--- config.mk ---
export PLATFORM = sky130hd
export DESIGN_NAME = dram_ctrl
export DESIGN_NICKNAME = d
export VERILOG_FILES = /design/src/rtl/dram_ctrl_pkg.sv /design/src/rtl/dram_refresh_timer.sv /design/src/rtl/dram_rd_capture.sv /design/src/rtl/dram_cmd_fsm.sv /design/src/rtl/dram_ctrl.sv
export SDC_FILE = /design/constraint.sdc
export NUM_CORES = 1
export LEC_CHECK = 0
export BUFFER_PORTS_ARGS = -buffer_cell sky130_fd_sc_hd__buf_2
export CORE_AREA = 2 2 67 133
export CTS_BUF_LIST = sky130_fd_sc_hd__clkbuf_2 sky130_fd_sc_hd__clkbuf_4 sky130_fd_sc_hd__clkbuf_8
export DETAILED_ROUTE_END_ITERATION = 6
export DIE_AREA = 0 0 69 135
export GPL_ROUTABILITY_DRIVEN = 1
export GPL_TIMING_DRIVEN = 0
export PLACE_DENSITY = 0.81
export SETUP_SLACK_MARGIN = 0.02
export SLEW_MARGIN = 15
export SYNTH_ARGS = -nofsm -noshare
export SYNTH_HDL_FRONTEND = slang
export SYNTH_HIERARCHICAL = 1
export SYNTH_SLANG_ARGS = --single-unit
--- constraint.sdc ---
create_clock -name clk_i -period 3.36 [get_ports clk_i]
set_input_delay 0.336 -clock clk_i [delete_from_list [all_inputs] [get_ports clk_i]]
set_output_delay 0.336 -clock clk_i [all_outputs]
set_load 0.02 [all_outputs]
--- src/rtl/dram_ctrl_pkg.sv ---
package dram_ctrl_pkg;

  typedef enum logic [2:0] {
    ST_IDLE,
    ST_PRE,
    ST_ACT,
    ST_COL,
    ST_RDW,
    ST_REF
  } st_e;

  function automatic int max3(int a, int b, int c);
    int m;
    m = (a > b) ? a : b;
    return (m > c) ? m : c;
  endfunction

endpackage

--- src/rtl/dram_refresh_timer.sv ---
module dram_refresh_timer #(
  parameter int REF_INT  = 1000,
  parameter int REF_ROWS = 8192,
  localparam int REF_W   = $clog2(REF_ROWS),
  localparam int TMR_W   = $clog2(REF_INT)
) (
  input  logic             clk_i,
  input  logic             rst_ni,
  input  logic             done_i,
  output logic             pend_o,
  output logic [REF_W-1:0] row_o
);

  logic [TMR_W-1:0] tmr_q;
  logic             expire;

  assign expire = (tmr_q == TMR_W'(REF_INT - 1));

  always_ff @(posedge clk_i or negedge rst_ni) begin
    if (!rst_ni) begin
      tmr_q  <= '0;
      pend_o <= 1'b0;
      row_o  <= '0;
    end else begin
      tmr_q <= expire ? '0 : tmr_q + 1'b1;
      if (expire)      pend_o <= 1'b1;
      else if (done_i) pend_o <= 1'b0;
      if (done_i) row_o <= (row_o == REF_W'(REF_ROWS - 1)) ? '0 : row_o + 1'b1;
    end
  end


  pend_hold_chk: assert property (@(posedge clk_i) disable iff (!rst_ni)
    (pend_o && !done_i) |=> pend_o);

endmodule

--- src/rtl/dram_rd_capture.sv ---
module dram_rd_capture #(
  parameter int DATA_W = 16
) (
  input  logic              clk_i,
  input  logic              rst_ni,
  input  logic              issue_i,
  input  logic              last_i,
  input  logic [DATA_W-1:0] dq_i,
  output logic              s1_last_o,
  output logic [DATA_W-1:0] rdata_o,
  output logic              rvalid_o,
  output logic              done_o
);

  logic s1_q;

  always_ff @(posedge clk_i or negedge rst_ni) begin
    if (!rst_ni) begin
      s1_q      <= 1'b0;
      s1_last_o <= 1'b0;
      rdata_o   <= '0;
      rvalid_o  <= 1'b0;
      done_o    <= 1'b0;
    end else begin
      s1_q      <= issue_i;
      s1_last_o <= issue_i && last_i;
      rvalid_o  <= s1_q;
      done_o    <= s1_last_o;
      if (s1_q) rdata_o <= dq_i;
    end
  end


  rvalid_src_chk: assert property (@(posedge clk_i) disable iff (!rst_ni)
    rvalid_o |-> $past(issue_i, 2));

endmodule

--- src/rtl/dram_cmd_fsm.sv ---
module dram_cmd_fsm import dram_ctrl_pkg::*; #(
  parameter int ROW_W     = 12,
  parameter int COL_W     = 9,
  parameter int DATA_W    = 16,
  parameter int REF_W     = 13,
  parameter int AB_W      = 13,
  parameter int T_RCD     = 2,
  parameter int BURST_LEN = 4,
  parameter int REF_CYC   = 4,
  localparam int AW       = ROW_W + COL_W,
  localparam int CNT_W    = $clog2(T_RCD + BURST_LEN + REF_CYC + 1)
) (
  input  logic              clk_i,
  input  logic              rst_ni,
  input  logic              req_i,
  input  logic              we_i,
  input  logic              burst_i,
  input  logic [AW-1:0]     addr_i,
  input  logic [DATA_W-1:0] wdata_i,
  input  logic              ready_i,
  input  logic              ref_pend_i,
  input  logic [REF_W-1:0]  ref_row_i,
  input  logic              s1_last_i,
  output logic              ras_no,
  output logic              cas_no,
  output logic              we_no,
  output logic [AB_W-1:0]   addr_o,
  output logic [DATA_W-1:0] dq_o,
  output logic              dq_oe_o,
  output logic              rd_issue_o,
  output logic              rd_last_o,
  output logic              wr_done_o,
  output logic              ref_done_o
);

  st_e                st_q, st_d;
  logic [CNT_W-1:0]   cnt_q, beats_m1;
  logic               open_q, pre_ref_q, we_q, burst_q;
  logic [ROW_W-1:0]   row_q;
  logic [COL_W-1:0]   col_q;
  logic [DATA_W-1:0]  wdata_q;
  logic               accept, hit, last_beat;

  assign hit       = open_q && (addr_i[AW-1:COL_W] == row_q);
  assign accept    = (st_q == ST_IDLE) && req_i && !ready_i && !ref_pend_i;
  assign beats_m1  = (burst_q && !we_q) ? CNT_W'(BURST_LEN - 1) : '0;
  assign last_beat = (cnt_q == beats_m1);

  always_comb begin
    st_d = st_q;
    unique case (st_q)
      ST_IDLE: if (ref_pend_i)  st_d = open_q ? ST_PRE : ST_REF;
               else if (accept) st_d = hit ? ST_COL : (open_q ? ST_PRE : ST_ACT);
      ST_PRE:  st_d = pre_ref_q ? ST_REF : ST_ACT;
      ST_ACT:  if (cnt_q == CNT_W'(T_RCD - 1)) st_d = ST_COL;
      ST_COL:  if (last_beat) st_d = we_q ? ST_IDLE : ST_RDW;
      ST_RDW:  if (s1_last_i) st_d = ST_IDLE;
      ST_REF:  if (cnt_q == CNT_W'(REF_CYC - 1)) st_d = ST_IDLE;
      default: st_d = ST_IDLE;
    endcase
  end

  always_ff @(posedge clk_i or negedge rst_ni) begin
    if (!rst_ni) begin
      st_q      <= ST_IDLE;
      cnt_q     <= '0;
      open_q    <= 1'b0;
      pre_ref_q <= 1'b0;
      we_q      <= 1'b0;
      burst_q   <= 1'b0;
      row_q     <= '0;
      col_q     <= '0;
      wdata_q   <= '0;
      wr_done_o <= 1'b0;
    end else begin
      st_q      <= st_d;
      cnt_q     <= (st_d != st_q) ? '0 : cnt_q + 1'b1;
      wr_done_o <= (st_q == ST_COL) && we_q;
      if (st_q == ST_IDLE) pre_ref_q <= ref_pend_i;
      if (accept) begin
        row_q   <= addr_i[AW-1:COL_W];
        col_q   <= addr_i[COL_W-1:0];
        we_q    <= we_i;
        burst_q <= burst_i;
        wdata_q <= wdata_i;
      end
      if (st_d == ST_ACT && st_q != ST_ACT) open_q <= 1'b1;
      else if (st_d == ST_PRE)              open_q <= 1'b0;
    end
  end

  // row strobe low while a row is held open or a refresh runs
  assign ras_no     = !(open_q || st_q == ST_REF);
  assign cas_no     = (st_q != ST_COL);
  assign we_no      = !((st_q == ST_COL) && we_q);
  assign dq_oe_o    = (st_q == ST_COL) && we_q;
  assign dq_o       = wdata_q;
  assign rd_issue_o = (st_q == ST_COL) && !we_q;
  assign rd_last_o  = last_beat;
  assign ref_done_o = (st_q == ST_REF) && (cnt_q == CNT_W'(REF_CYC - 1));

  always_comb begin
    unique case (st_q)
      ST_REF:  addr_o = AB_W'(ref_row_i);
      ST_COL:  addr_o = AB_W'(col_q + COL_W'(cnt_q));
      default: addr_o = AB_W'(row_q);
    endcase
  end


  ref_block_chk: assert property (@(posedge clk_i) disable iff (!rst_ni)
    (st_q == ST_IDLE && ref_pend_i) |=> (st_q == ST_PRE || st_q == ST_REF));


  hit_reuse_chk: assert property (@(posedge clk_i) disable iff (!rst_ni)
    (accept && hit) |=> (st_q == ST_COL && $stable(ras_no)));


  burst_step_chk: assert property (@(posedge clk_i) disable iff (!rst_ni)
    (st_q == ST_COL && $past(st_q == ST_COL)) |->
      (addr_o[COL_W-1:0] == $past(addr_o[COL_W-1:0]) + COL_W'(1)));

endmodule

--- src/rtl/dram_ctrl.sv ---
module dram_ctrl import dram_ctrl_pkg::*; #(
  parameter int ROW_W     = 12,
  parameter int COL_W     = 9,
  parameter int DATA_W    = 16,
  parameter int T_RCD     = 2,
  parameter int BURST_LEN = 4,
  parameter int REF_INT   = 1000,
  parameter int REF_ROWS  = 8192,
  parameter int REF_CYC   = 4,
  localparam int AW       = ROW_W + COL_W,
  localparam int REF_W    = $clog2(REF_ROWS),
  localparam int AB_W     = max3(ROW_W, COL_W, REF_W)
) (
  input  logic              clk_i,
  input  logic              rst_ni,
  input  logic              req_i,
  input  logic              we_i,
  input  logic              burst_i,
  input  logic [AW-1:0]     addr_i,
  input  logic [DATA_W-1:0] wdata_i,
  output logic              ready_o,
  output logic [DATA_W-1:0] rdata_o,
  output logic              rvalid_o,
  output logic [AB_W-1:0]   dram_addr_o,
  output logic              ras_no,
  output logic              cas_no,
  output logic              we_no,
  output logic [DATA_W-1:0] dq_o,
  output logic              dq_oe_o,
  input  logic [DATA_W-1:0] dq_i
);

  localparam int RL_W = $clog2(T_RCD + 2);

  logic             ref_pend, ref_done, rd_issue, rd_last, s1_last, wr_done, rd_done;
  logic [REF_W-1:0] ref_row;

  dram_refresh_timer #(
    .REF_INT (REF_INT),
    .REF_ROWS(REF_ROWS)
  ) i_timer (
    .clk_i (clk_i),
    .rst_ni(rst_ni),
    .done_i(ref_done),
    .pend_o(ref_pend),
    .row_o (ref_row)
  );

  dram_cmd_fsm #(
    .ROW_W    (ROW_W),
    .COL_W    (COL_W),
    .DATA_W   (DATA_W),
    .REF_W    (REF_W),
    .AB_W     (AB_W),
    .T_RCD    (T_RCD),
    .BURST_LEN(BURST_LEN),
    .REF_CYC  (REF_CYC)
  ) i_fsm (
    .clk_i     (clk_i),
    .rst_ni    (rst_ni),
    .req_i     (req_i),
    .we_i      (we_i),
    .burst_i   (burst_i),
    .addr_i    (addr_i),
    .wdata_i   (wdata_i),
    .ready_i   (ready_o),
    .ref_pend_i(ref_pend),
    .ref_row_i (ref_row),
    .s1_last_i (s1_last),
    .ras_no    (ras_no),
    .cas_no    (cas_no),
    .we_no     (we_no),
    .addr_o    (dram_addr_o),
    .dq_o      (dq_o),
    .dq_oe_o   (dq_oe_o),
    .rd_issue_o(rd_issue),
    .rd_last_o (rd_last),
    .wr_done_o (wr_done),
    .ref_done_o(ref_done)
  );

  dram_rd_capture #(
    .DATA_W(DATA_W)
  ) i_capture (
    .clk_i    (clk_i),
    .rst_ni   (rst_ni),
    .issue_i  (rd_issue),
    .last_i   (rd_last),
    .dq_i     (dq_i),
    .s1_last_o(s1_last),
    .rdata_o  (rdata_o),
    .rvalid_o (rvalid_o),
    .done_o   (rd_done)
  );

  assign ready_o = wr_done || rd_done;

  // cycles the row strobe has been low, saturating
  logic [RL_W-1:0] ras_low_q;
  always_ff @(posedge clk_i or negedge rst_ni) begin
    if (!rst_ni)                            ras_low_q <= '0;
    else if (ras_no)                        ras_low_q <= '0;
    else if (ras_low_q != RL_W'(T_RCD))     ras_low_q <= ras_low_q + 1'b1;
  end


  cas_in_row_chk: assert property (@(posedge clk_i) disable iff (!rst_ni)
    !cas_no |-> !ras_no);


  rcd_chk: assert property (@(posedge clk_i) disable iff (!rst_ni)
    !cas_no |-> (ras_low_q >= RL_W'(T_RCD)));


  ready_pulse_chk: assert property (@(posedge clk_i) disable iff (!rst_ni)
    ready_o |=> !ready_o);

endmodule

## Word level (Yosys, flattened, before mapping)

Index checks and enable logic that the tools add are counted.
W data, S select, Z words.

| operators by class | value |
|---|---|
| bitwise gates (word level) | 0 |
| reduce and logical (&&, ||, !) cells | 20 |
| add/subtract/negate cells | 4 |
| shift operators | 0 |
| mux-type cells | 21 |
| div/mod/pow operators | 0 |
| equal/unequal tests | 16 |
| order comparisons | 0 |
| multiply operators | 0 |

Operator list:

| kind | number |
|---|---|
| $mux W3 | 10 |
| $pmux W13 S2 | 1 |
| $pmux W3 S6 | 1 |
| $add A13 B1 Y13 const B | 1 |
| $eq A13 B13 Y1 const B | 1 |
| $mux W13 | 1 |
| $eq A12 B12 Y1 | 1 |
| $add A10 B1 Y10 const B | 1 |
| $add A9 B4 Y10 | 1 |
| $eq A10 B10 Y1 const B | 1 |
| $logic_and A1 B1 Y1 | 10 |
| $mux W10 | 1 |
| $eq A3 B2 Y1 const B | 3 |
| $eq A3 B1 Y1 const B | 2 |
| $eq A3 B3 Y1 const B | 2 |
| $ne A3 B2 Y1 const B | 2 |
| $logic_not A1 Y1 | 5 |
| $add A4 B1 Y4 const B | 1 |
| $eq A4 B1 Y1 const B | 1 |
| $eq A4 B2 Y1 const B | 1 |
| $eq A4 B4 Y1 | 1 |
| $mux W1 | 4 |
| $mux W2 | 2 |
| $mux W4 | 1 |
| other kinds (4) | 6 |

| storage, ports and cells | value |
|---|---|
| flip-flop bits (word level) | 93 |
| memories kept | 0 |
| latch bits | 0 |
| ROM bits | 0 |
| bits in writable memories | 0 |

## Logic depth before layout (Yosys ltp)

| depth | value |
|---|---|
| depth in word-level cells | 10 |
| depth in mapped cells | 11 |
| depth with buffers taken out | 8 |

## Modules after synthesis

Netlist, hierarchy kept.

By module, submodules not included:

| module | instances | cells an instance | area an instance (µm²) |
|---|---|---|---|
| dram_cmd_fsm | 1 | 225 | 2610.0 |
| dram_refresh_timer | 1 | 106 | 1159.9 |
| dram_rd_capture | 1 | 39 | 755.7 |
| dram_ctrl | 1 | 1 | 6.3 |

## Worst setup path before layout

No wires, ideal clock.

| path | value |
|---|---|
| path type | register -> output |
| from | reg i_fsm.cnt_q[0] |
| to | out dram_addr_o[8] |
| slack | 0.909 ns |
| path buffers | 0 |
| stages on the path, launching flop included | 9 |
| arrival time | 2.115 ns |
| cell sequence | dfrtp_1 -> ha_1 -> fa_1 -> a21o_1 -> a21oi_1 -> nor2b_1 -> nand4_1 -> xor2_1 -> o21ai_0 |

| on the way | value |
|---|---|
| word-level cells in the longest chain between the ends | 2 |

RTL lines:

| element | RTL line | source |
|---|---|---|
| start, declared | dram_cmd_fsm.sv:37 | `logic [CNT_W-1:0] cnt_q, beats_m1;` |
| start signal, assigned | dram_cmd_fsm.sv:77 | `cnt_q <= (st_d != st_q) ? '0 : cnt_q + 1'b1;` |
| $add A9 B4 Y10 | dram_cmd_fsm.sv:105 | `ST_COL: addr_o = AB_W'(col_q + COL_W'(cnt_q));` |
| $pmux W13 S2 | dram_cmd_fsm.sv:103 | `unique case (st_q)` |
| end, declared | dram_ctrl.sv:24 | `output logic [AB_W-1:0] dram_addr_o,` |

Every way passes these cells.

## Worst setup path in the final report

| path | value |
|---|---|
| from | reg i_fsm.st_q[0] |
| to | reg i_timer.row_o[12] |

| on the way | value |
|---|---|
| word-level cells in the longest chain between the ends | 2 |

RTL lines:

| element | RTL line | source |
|---|---|---|
| start, declared | dram_cmd_fsm.sv:36 | `st_e st_q, st_d;` |
| start signal, assigned | dram_cmd_fsm.sv:76 | `st_q <= st_d;` |
| $eq A3 B3 Y1 | dram_cmd_fsm.sv:100 | `assign ref_done_o = (st_q == ST_REF) && (cnt_q == CNT_W'(REF_CYC - 1));` |
| $logic_and A1 B1 Y1 | dram_cmd_fsm.sv:100 |  |
| named net ref_done | dram_ctrl.sv:35 | `logic ref_pend, ref_done, rd_issue, rd_last, s1_last, wr_done, rd_done;` |
| end signal, assigned | dram_refresh_timer.sv:28 | `if (done_i) row_o <= (row_o == REF_W'(REF_ROWS - 1)) ? '0 : row_o + 1'b1;` |
| end, declared | dram_refresh_timer.sv:11 | `output logic [REF_W-1:0] row_o` |

The timed path passes the listed nets, and every way through them passes these cells.
A chain may end at the register's enable or synchronous reset.

==> flow_metrics.py <==
metrics = {
    "critical_path": {
        "r2r_end": "i_timer/row_o[12]",
        "cp-start-kind": "register",
        "crit_chain": "buf_1 > nand2b_1 > nor2_1 > clkbuf_1 > and3_1 > buf_4 > and3_1 > and3_4 > and2b_4 > xor2_2",
        "crit_fanout": 10,
        "worstSetupPathType": "reg -> reg",
        "cp_slowest_cell": "nor2_1",
        "rrSetupSlack_ns": 0.30,
        "cp.required_ns": 3.65,
        "cp-end-kind": "register",
        "critical_path_arrival_ns": 3.35,
        "cp_common_cell": "and3_1",
        "r2r_cells": 10,
        "critPathMaxStageDelay_ns": 0.46,
        "r2r_start": "i_fsm/st_q[0]",
        "worst-path-buf-inv": 3,
        "path_delay_family": "simple AND/OR/NAND/NOR gates",
    },
    "synthesis": {
        "synth_edf_count": 0,
        "syn_inst": 371,
        "synthFlopType": "dfrtp_1",
        "syn-num-nets": 438,
        "synthArstFlopShare": 1.00,
        "synth-seq-area-share": 0.514,
        "ys_types": 60,
        "synthesis.area_um2": 4530,
        "yosysWarningCount": 6,
        "postSynthAreaPerCell_um2": 12.2,
        "ys_ff_latch": 93,
    },
    "power_and_ir_drop": {
        "p_per_area_nw_per_um2": 854,
        "p_leak_nw": 2.58,
        "vdd_drop_max_v": 0.000480,
    },
    "min_path": {
        "worstHoldPathType": "in -> reg",
        "min_from": "wdata_i[4]",
        "min_path_cells": 2,
        "min_to": "i_fsm/dq_o[4]",
    },
    "clock_tree": {
        "clock_latency_ns": 0.37,
        "cts-root-buf": "clkbuf_8",
        "numCtsBuffers": 9,
        "clkTransAtPathRegs_ns": 0.10,
        "clk_path_buf_depth": 2,
        "htreeDepth": 3,
        "cts_sinks": 93,
        "cts_resized": 0,
        "cts_setup_buffers": 0,
        "tritoncts": "built",
        "hold_buffers": 1,
    },
    "detailed_routing": {
        "ant_nets": 0,
        "drc": 0,
        "wl_um": 10100,
        "viasPerCell": 5.62,
        "avgRoutedWirePerCell_um": 16.9,
        "vias": 3344,
        "drtIter0Drc": 197,
        "drt_first_pass_iters": 4,
    },
    "run_status": {
        "status": "finished clean",
    },
    "global_route": {
        "antenna_found_initial": 0,
        "overflow": 0,
        "grt_pass1_wl_um": 16400,
        "grt_max_degree": 57,
        "grt_use_total": 0.224,
        "grt_pass1_vias": 3485,
    },
    "finish": {
        "fillers": 616,
        "n_antenna_cell": 0,
        "layout_common_cells": "110 x buf_2, 93 x dfrtp_1, 39 x mux2_2",
        "layout_commonest_cell": "buf_2",
        "finalNetCount": 559,
        "area_growth_pct": 20.0,
        "final_area_um2": 5440,
        "drive_gt1_frac": 0.390,
    },
    "timing": {
        "setup_viol": 0,
        "post-route-period-util": 0.911,
        "finalCriticalPeriod_ns": 3.06,
        "grt_setup_unrepaired": "no",
        "fin_tns_setup_ns": 0,
        "setup_ws_ns": 0.298,
        "fmax_ghz": 0.327,
        "worstMarginPinSlew_ns": 0.712,
        "maxSlewViolCount": 0,
        "clock_skew_ns": 0.00852,
        "slew_headroom": 0.525,
        "hold_violations": 0,
    },
    "die": {
        "fp.dieW_um": 69,
        "core_area_um2": 8230,
        "rows": 47,
        "fp.dieH_um": 135,
        "initial_utilization": 0.550,
        "fp.dieArea_um2": 9320,
        "io_pins": 109,
    },
    "job": {
        "max_cap_violations": 0,
    },
    "placement": {
        "place_area_um2": 5230,
        "globalplace.congestion": 0.857,
        "io_buffer_count": 108,
        "post-dp-hpwl_um": 7860,
        "place_ws_ns": 0.345,
    },
}
## worst max path at each step
stage                         from                end  slack [ns]  cells past startpoint
floorplan           i_fsm/cnt_q[0]     dram_addr_o[8]        0.91                      8
global placement     i_fsm/st_q[0]  i_timer/row_o[12]        0.41                     10
detailed placement   i_fsm/st_q[0]  i_timer/row_o[12]        0.34                     10
CTS                  i_fsm/st_q[0]     dram_addr_o[7]        0.30                      7
global route         i_fsm/st_q[0]   i_timer/row_o[5]        0.10                     11
finish               i_fsm/st_q[0]  i_timer/row_o[12]        0.30                     10
## state kept, by name, indices dropped and copies added (netlist names)
signal / cells
i_fsm/row_q: 12
i_fsm/col_q: 9
i_capture/rvalid_o: 1
i_fsm/wr_done_o: 1
i_fsm/we_q: 1
i_capture/s1_last_o: 1
i_capture/s1_q: 1
i_fsm/pre_ref_q: 1
i_capture/done_o: 1
i_fsm/cnt_q: 4
i_fsm/st_q: 3
i_fsm/dq_o: 16
i_capture/rdata_o: 16
i_fsm/burst_q: 1
i_fsm/open_q: 1
i_timer/tmr_q: 10
i_timer/row_o: 13
i_timer/pend_o: 1
## logic make-up after synthesis
| logic type | after synthesis | synth area share |
|---|---|---|
| DFF | 93 | 0.514 |
| and+or+nand+nor | 87 | 0.110 |
| AOI/OAI and AO/OA | 62 | 0.0994 |
| muxes | 58 | 0.152 |
| xor gates and xnor gates | 34 | 0.0674 |
| buffers and inverters | 28 | 0.0317 |
| adders and majority gates | 9 | 0.0265 |
## synth_stat cells (5+ instances only)
cell	instances	share of area
xor2_1	12	0.023
nor2b_1	5	0.0069
a31oi_1	6	0.0083
nor2_1	13	0.011
mux2_1	7	0.017
mux2_4	10	0.033
inv_1	11	0.0091
a21oi_1	11	0.012
mux2_2	39	0.097
nor3_1	5	0.0055
and3_1	5	0.0069
nand3_1	12	0.013
nand2_1	11	0.0091
a21o_1	5	0.0083
and2_1	6	0.0083
a22oi_1	9	0.015
dfrtp_1	93	0.51
o21ai_0	8	0.0088
xnor2_1	21	0.041
ha_1	8	0.022
nand4_1	10	0.014
## report_power, final
group / switching [W] / internal (W)
clock: 0.000408 / 0.000355
sequential: 0.000281 / 0.00150
combinational: 0.00114 / 0.000955
total: 0.00183 / 0.00282
## metrics by stage
stage / instances / utilization / hold slack [ns] / power [W]
CTS: 595 / 0.661 / 0.159 / 0.00469
detailed placement: 578 / 0.635 / 0.337 / 0.00391
floorplan: 371 / - / 0.0404 / 0.00324
finish: 595 / 0.661 / 0.182 / 0.00465
global placement: 577 / 0.631 / 0.387 / 0.00383
global route: 595 / 0.661 / 0.159 / 0.00494
## cell type report
cell class / count / area, um2 / share of cell area
multi-input cells: 250 / 2060 / 0.379
flip-flops and latches: 93 / 2330 / 0.428
clock buffers: 9 / 124 / 0.0228
clock inverters: 7 / 80.1 / 0.0147
well taps: 98 / 123 / 0.0225
inverters: 12 / 45.0 / 0.00828
repair buffers: 110 / 581 / 0.107
plain buffers: 16 / 98.8 / 0.0182
## metal layers
metal | track usage | vias up | wire [um]
met5 | 0 | - | 0
met3 | 0.0545 | 23 | 492
met1 | 0.238 | 1629 | 3660
li1 | - | 1572 | -
met2 | 0.412 | 120 | 5590
met4 | 0.0991 | 0 | 319
Power figures use the tool's default switching activity.
